$ cat src/rtl/opres_pkg.sv
package opres_pkg;
  localparam logic [1:0] MODE_REG = 2'b00;
  localparam logic [1:0] MODE_DIR = 2'b01;
  localparam logic [1:0] MODE_IND = 2'b10;
  localparam logic [1:0] MODE_IMM = 2'b11;

  localparam logic [1:0] SPC_RAM = 2'b00;
  localparam logic [1:0] SPC_SFR = 2'b01;
  localparam logic [1:0] SPC_IMM = 2'b10;
endpackage

$ cat src/rtl/opres_decode.sv
module opres_decode
  import opres_pkg::*;
#(
  parameter int DW    = 8,
  parameter int BANKW = 2,
  parameter int REGW  = 3
) (
  input  logic [1:0]       mode,
  input  logic [DW-1:0]    spec,
  input  logic [BANKW-1:0] bank,
  output logic [1:0]       space,
  output logic [DW-1:0]    addr
);
  localparam int RAW = BANKW + REGW;
  localparam int PADW = DW - RAW;

  logic [DW-1:0] reg_addr;

  generate
    if (PADW > 0) begin : g_pad
      assign reg_addr = {{PADW{1'b0}}, bank, spec[REGW-1:0]};
    end else begin : g_nopad
      assign reg_addr = {bank, spec[REGW-1:0]};
    end
  endgenerate

  always_comb begin
    space = SPC_RAM;
    addr  = spec;
    unique case (mode)
      MODE_REG: begin
        space = SPC_RAM;
        addr  = reg_addr;
      end
      MODE_DIR: begin
        space = spec[DW-1] ? SPC_SFR : SPC_RAM;
        addr  = spec;
      end
      MODE_IMM: begin
        space = SPC_IMM;
        addr  = spec;
      end
      default: begin
        space = SPC_RAM;
        addr  = spec;
      end
    endcase
  end
endmodule

$ cat src/rtl/opres_ptr_sel.sv
module opres_ptr_sel #(
  parameter int DW = 8
) (
  input  logic          sel,
  input  logic [DW-1:0] r0_val,
  input  logic [DW-1:0] r1_val,
  output logic [DW-1:0] ptr
);
  assign ptr = sel ? r1_val : r0_val;
endmodule

$ cat src/rtl/opnd_resolver.sv
module opnd_resolver
  import opres_pkg::*;
#(
  parameter int DW    = 8,
  parameter int BANKW = 2,
  parameter int REGW  = 3
) (
  input  logic             clk,
  input  logic             rst,
  input  logic             req_valid,
  input  logic [1:0]       mode,
  input  logic [DW-1:0]    spec,
  input  logic [BANKW-1:0] bank,
  input  logic [DW-1:0]    r0_val,
  input  logic [DW-1:0]    r1_val,
  output logic             busy,
  output logic             out_valid,
  output logic [1:0]       out_space,
  output logic [DW-1:0]    out_addr
);
  logic [1:0]    dec_space;
  logic [DW-1:0] dec_addr;
  logic [DW-1:0] ptr_sel;
  logic [DW-1:0] ptr_q;
  logic          accept;

  opres_decode #(.DW(DW), .BANKW(BANKW), .REGW(REGW)) u_dec (
    .mode  (mode),
    .spec  (spec),
    .bank  (bank),
    .space (dec_space),
    .addr  (dec_addr)
  );

  opres_ptr_sel #(.DW(DW)) u_ptr (
    .sel    (spec[0]),
    .r0_val (r0_val),
    .r1_val (r1_val),
    .ptr    (ptr_sel)
  );

  assign accept = req_valid && !busy;

  always_ff @(posedge clk) begin
    if (rst) begin
      busy      <= 1'b0;
      out_valid <= 1'b0;
      out_space <= SPC_RAM;
      out_addr  <= '0;
      ptr_q     <= '0;
    end else begin
      out_valid <= 1'b0;
      if (busy) begin
        busy      <= 1'b0;
        out_valid <= 1'b1;
        out_space <= SPC_RAM;
        out_addr  <= ptr_q;
      end else if (accept) begin
        if (mode == MODE_IND) begin
          busy  <= 1'b1;
          ptr_q <= ptr_sel;
        end else begin
          out_valid <= 1'b1;
          out_space <= dec_space;
          out_addr  <= dec_addr;
        end
      end
    end
  end
endmodule

$ cat config.mk
export PLATFORM = sky130hd
export DESIGN_NAME = opnd_resolver
export DESIGN_NICKNAME = d
export VERILOG_FILES = /design/src/rtl/opres_pkg.sv /design/src/rtl/opres_decode.sv /design/src/rtl/opres_ptr_sel.sv /design/src/rtl/opnd_resolver.sv
export SDC_FILE = /design/constraint.sdc
export NUM_CORES = 1
export LEC_CHECK = 0
export ABC_AREA = 1
export BUFFER_PORTS_ARGS = -buffer_cell sky130_fd_sc_hd__buf_4
export CORE_UTILIZATION = 25
export CTS_CLUSTER_DIAMETER = 80
export DETAILED_ROUTE_END_ITERATION = 6
export HOLD_SLACK_MARGIN = 0.08
export PLACE_DENSITY = 0.58
export RECOVER_POWER = 50
export SLEW_MARGIN = 10
export SYNTH_ARGS = -nofsm -noshare
export SYNTH_HDL_FRONTEND = slang
export SYNTH_HIERARCHICAL = 1
export SYNTH_SLANG_ARGS = --single-unit
$ cat constraint.sdc
create_clock -name clk -period 1.2 [get_ports clk]
set_clock_uncertainty 0.2 [all_clocks]
set_input_delay 0.24 -clock clk [delete_from_list [all_inputs] [get_ports clk]]
set_output_delay 0.24 -clock clk [all_outputs]
set_load 0.03 [all_outputs]
==> metrics.csv <==
stage,metric,value,unit
route,first_iter_violations,75,
timing,setup_viol,14,
flow_run,max-cap-violations,0,
setup_path,cp_data_arrival_time,0.85,ns
final_layout,mostFrequentLayoutCell,nand2_1,
route,avgRoutedWirePerCell,9.66,um
setup_path,path_max_fanout,2,
grt,grt_max_degree,15,
timing,hold-worst-slack,0.0973,ns
route,via_per_inst,4.19,
yosys,syn_nets,209,
timing,post-route-period-util,1.07,
cts,clk_path_buf_depth,2,
setup_path,slowest_delay,0.35,ns
final_layout,fin_util,0.419,
run_status,violations,negative setup slack,
setup_path,crit_cells,2,
floorplan,pin_count,43,
setup_path,path_cells,buf_6 -> buf_6,
power_and_ir_drop,sw_frac_of_total,0.274,
floorplan,design.core.area,4120,sq um
run_status,status,"complete, but fails checks",
floorplan,die_height,68.3,um
floorplan,die_w,68.3,um
setup_path,reg2reg_depth,5,
setup_path,reg2reg_from,busy$_SDFF_PP0_,
timing,setup_slack,-0.0862,ns
route,num_vias,1170,
grt,antenna_found_initial,0,
yosys,synth_seq_area_share,0.365,
power_and_ir_drop,p_per_area,1030,nW/um^2
final_layout,area_growth,57.0,%
grt,grt-ovfl-total,0,
final_layout,nets,261,
final_layout,antenna_cells,0,
setup_path,path_buf_inv,2,
setup_path,r2r-end,ptr_q[3]$_SDFFE_PP0P_,
place,port_buffers,42,
power_and_ir_drop,power.internal,1.29,mW
timing,clock.fmax,777,MHz
setup_path,startpoint,busy$_SDFF_PP0_,
cts,clkLatencyLatePin,0.26,ns
floorplan,initial_utilization,0.267,
cts,cts_tree,built,
setup_path,cp_slowest_cell,dfxtp_4,
route,drc_errors,0,
final_layout,layout_common_cells,"nand2_1, buf_4, nor2_1, buf_6, inv_1",
setup_path,crit_path_end,busy,
route,wl,2.70,mm
cts,cts.sinks,20,
timing,rsz0062_at_grt,true,
final_layout,final_layout_size_suffix_gt1_frac,0.371,
setup_path,path_class,reg2out,
route,detail-route-antenna-nets,0,
place,gp_congestion,0.774,
cts,cts.htree.levels,1,
yosys,synth-seq-cells,20,
power_and_ir_drop,power,1.77,mW
grt,groute.usage.overall,0.131,
power_and_ir_drop,p_comb_frac,0.251,
setup_path,r2r_setup_slack,-0.04,ns
power_and_ir_drop,power.share.clock,0.334,
cts,cts_buffers,3,
timing,finalHoldViolations,0,
setup_path,path_delay_family,flip-flops,
route,drtPass1Iterations,4,
power_and_ir_drop,p_switching,0.485,mW
yosys,ys_warn_count,6,
hold_path,min_path_type,in2reg,
grt,grt_pass1_wl,4.53,mm
grt,grt_pass1_vias,1066,
timing,period_needed,1.29,ns
yosys,ys_types,16,
setup_path,crit_required,0.76,ns
setup_path,start_kind,register,
cts,ctsRootBufferMaster,clkbuf_8,
setup_path,crit_path_end_kind,output port,
setup_path,critPathMostFrequentCell,buf_6,
power_and_ir_drop,leakage,0.897,nW
cts,clkTransAtPathRegs,0.07,ns
power_and_ir_drop,seqPwrFrac,0.416,
yosys,synth_area,1100,sq um
power_and_ir_drop,vdd_ir_drop_max,0.000415,V
yosys,syn_inst,178,
place,hpwl,2.01,mm
timing,max_slew.worst_pin.slew,0.245,ns
yosys,synth_area_per_cell,6.16,sq um
place,dp_slack,-0.0633,ns
floorplan,rows,23,
floorplan,dieArea,4660,sq um
timing,maxSlewHeadroom,0.836,
timing,maxSlewViolCount,0,
## cell usage after synthesis, drive strengths merged
library cell  number  area [sq um]
buf                7          57.6
nand3             11          60.1
dfxtp             20           400
o21ai              3          15.0
inv               18          67.6
nand3b             1          7.51
a21oi              9          45.0
nand2             75           287
nor2              32           143
a21boi             2          15.0
## power by group through the flow
stage	combinational (mW)	sequential, mW	clock [mW]
global route	0.495	0.741	0.637
finish	0.444	0.736	0.590
floorplan	0.175	0.796	0
CTS	0.433	0.733	0.610
detailed placement	0.399	0.744	0
global placement	0.398	0.744	0
## final cells by class
type                            count  area [sq um]
Fill cell                         461          2390
Multi-Input combinational cell    133           626
Inverter                           18          75.1
Timing Repair Buffer               54           477
Sequential cell                    20           417
Tap cell                           50          62.6
Clock buffer                        4          66.3
## worst min-delay path by stage
stage	depth (start not counted)	slack [ns]	endpoint	from
finish	4	0.1	out_addr[5]$_SDFFE_PP0P_	rst
global route	4	0.11	out_addr[5]$_SDFFE_PP0P_	rst
CTS	4	0.11	out_addr[5]$_SDFFE_PP0P_	rst
detailed placement	2	0.26	ptr_q[0]$_SDFFE_PP0P_	ptr_q[0]$_SDFFE_PP0P_
global placement	2	0.26	ptr_q[0]$_SDFFE_PP0P_	ptr_q[0]$_SDFFE_PP0P_
floorplan	1	0.11	out_valid$_SDFF_PP0_	rst
## worst register-to-register path, delay by kind of cell (launching register included)
family                 cells  cell delay (ns)
and+or+nand+nor            3             0.41
DFF                        1             0.35
buffers and inverters      1             0.14
AOI/OAI and AO/OA          1             0.04
## per-layer routing
layer  up-vias  global-route usage  share of wire
met5         -                   0              0
met4         0              0.0807          0.021
met3         4              0.0217          0.067
met2        42               0.213           0.43
met1       485               0.159           0.48
li1        639                   -              -
## cells by family after synthesis
logic type	Yosys count	share of synthesized area
AO/OA/AOI/OAI	14	0.0684
buffers and inverters	25	0.114
AND/OR/NAND/NOR	119	0.453
flip-flops	20	0.365
## state kept, by name (all words and copies together) (netlist names)
| register | count |
|---|---|
| ptr_q | 8 |
| out_space | 2 |
| busy | 1 |
| out_addr | 8 |
| out_valid | 1 |
## repair_timing
action	CTS	global route
buffers inserted	2	0
gates cloned	1	0
hold buffers	1	0
setup endpoints to repair	15	26
resized for setup	23	20
endpoints found under the hold margin	1	0
pin swaps	4	8
## through the flow
step	instances	TNS, ns	area, sq um
after floorplan	178	0	1110
after global placement	271	-0.762	1500
after detailed placement	271	-0.524	1500
after CTS	279	-0.489	1670
after global routing	279	-1.64	1720
final	279	-0.334	1720
(Power assumes the default switching activity.)
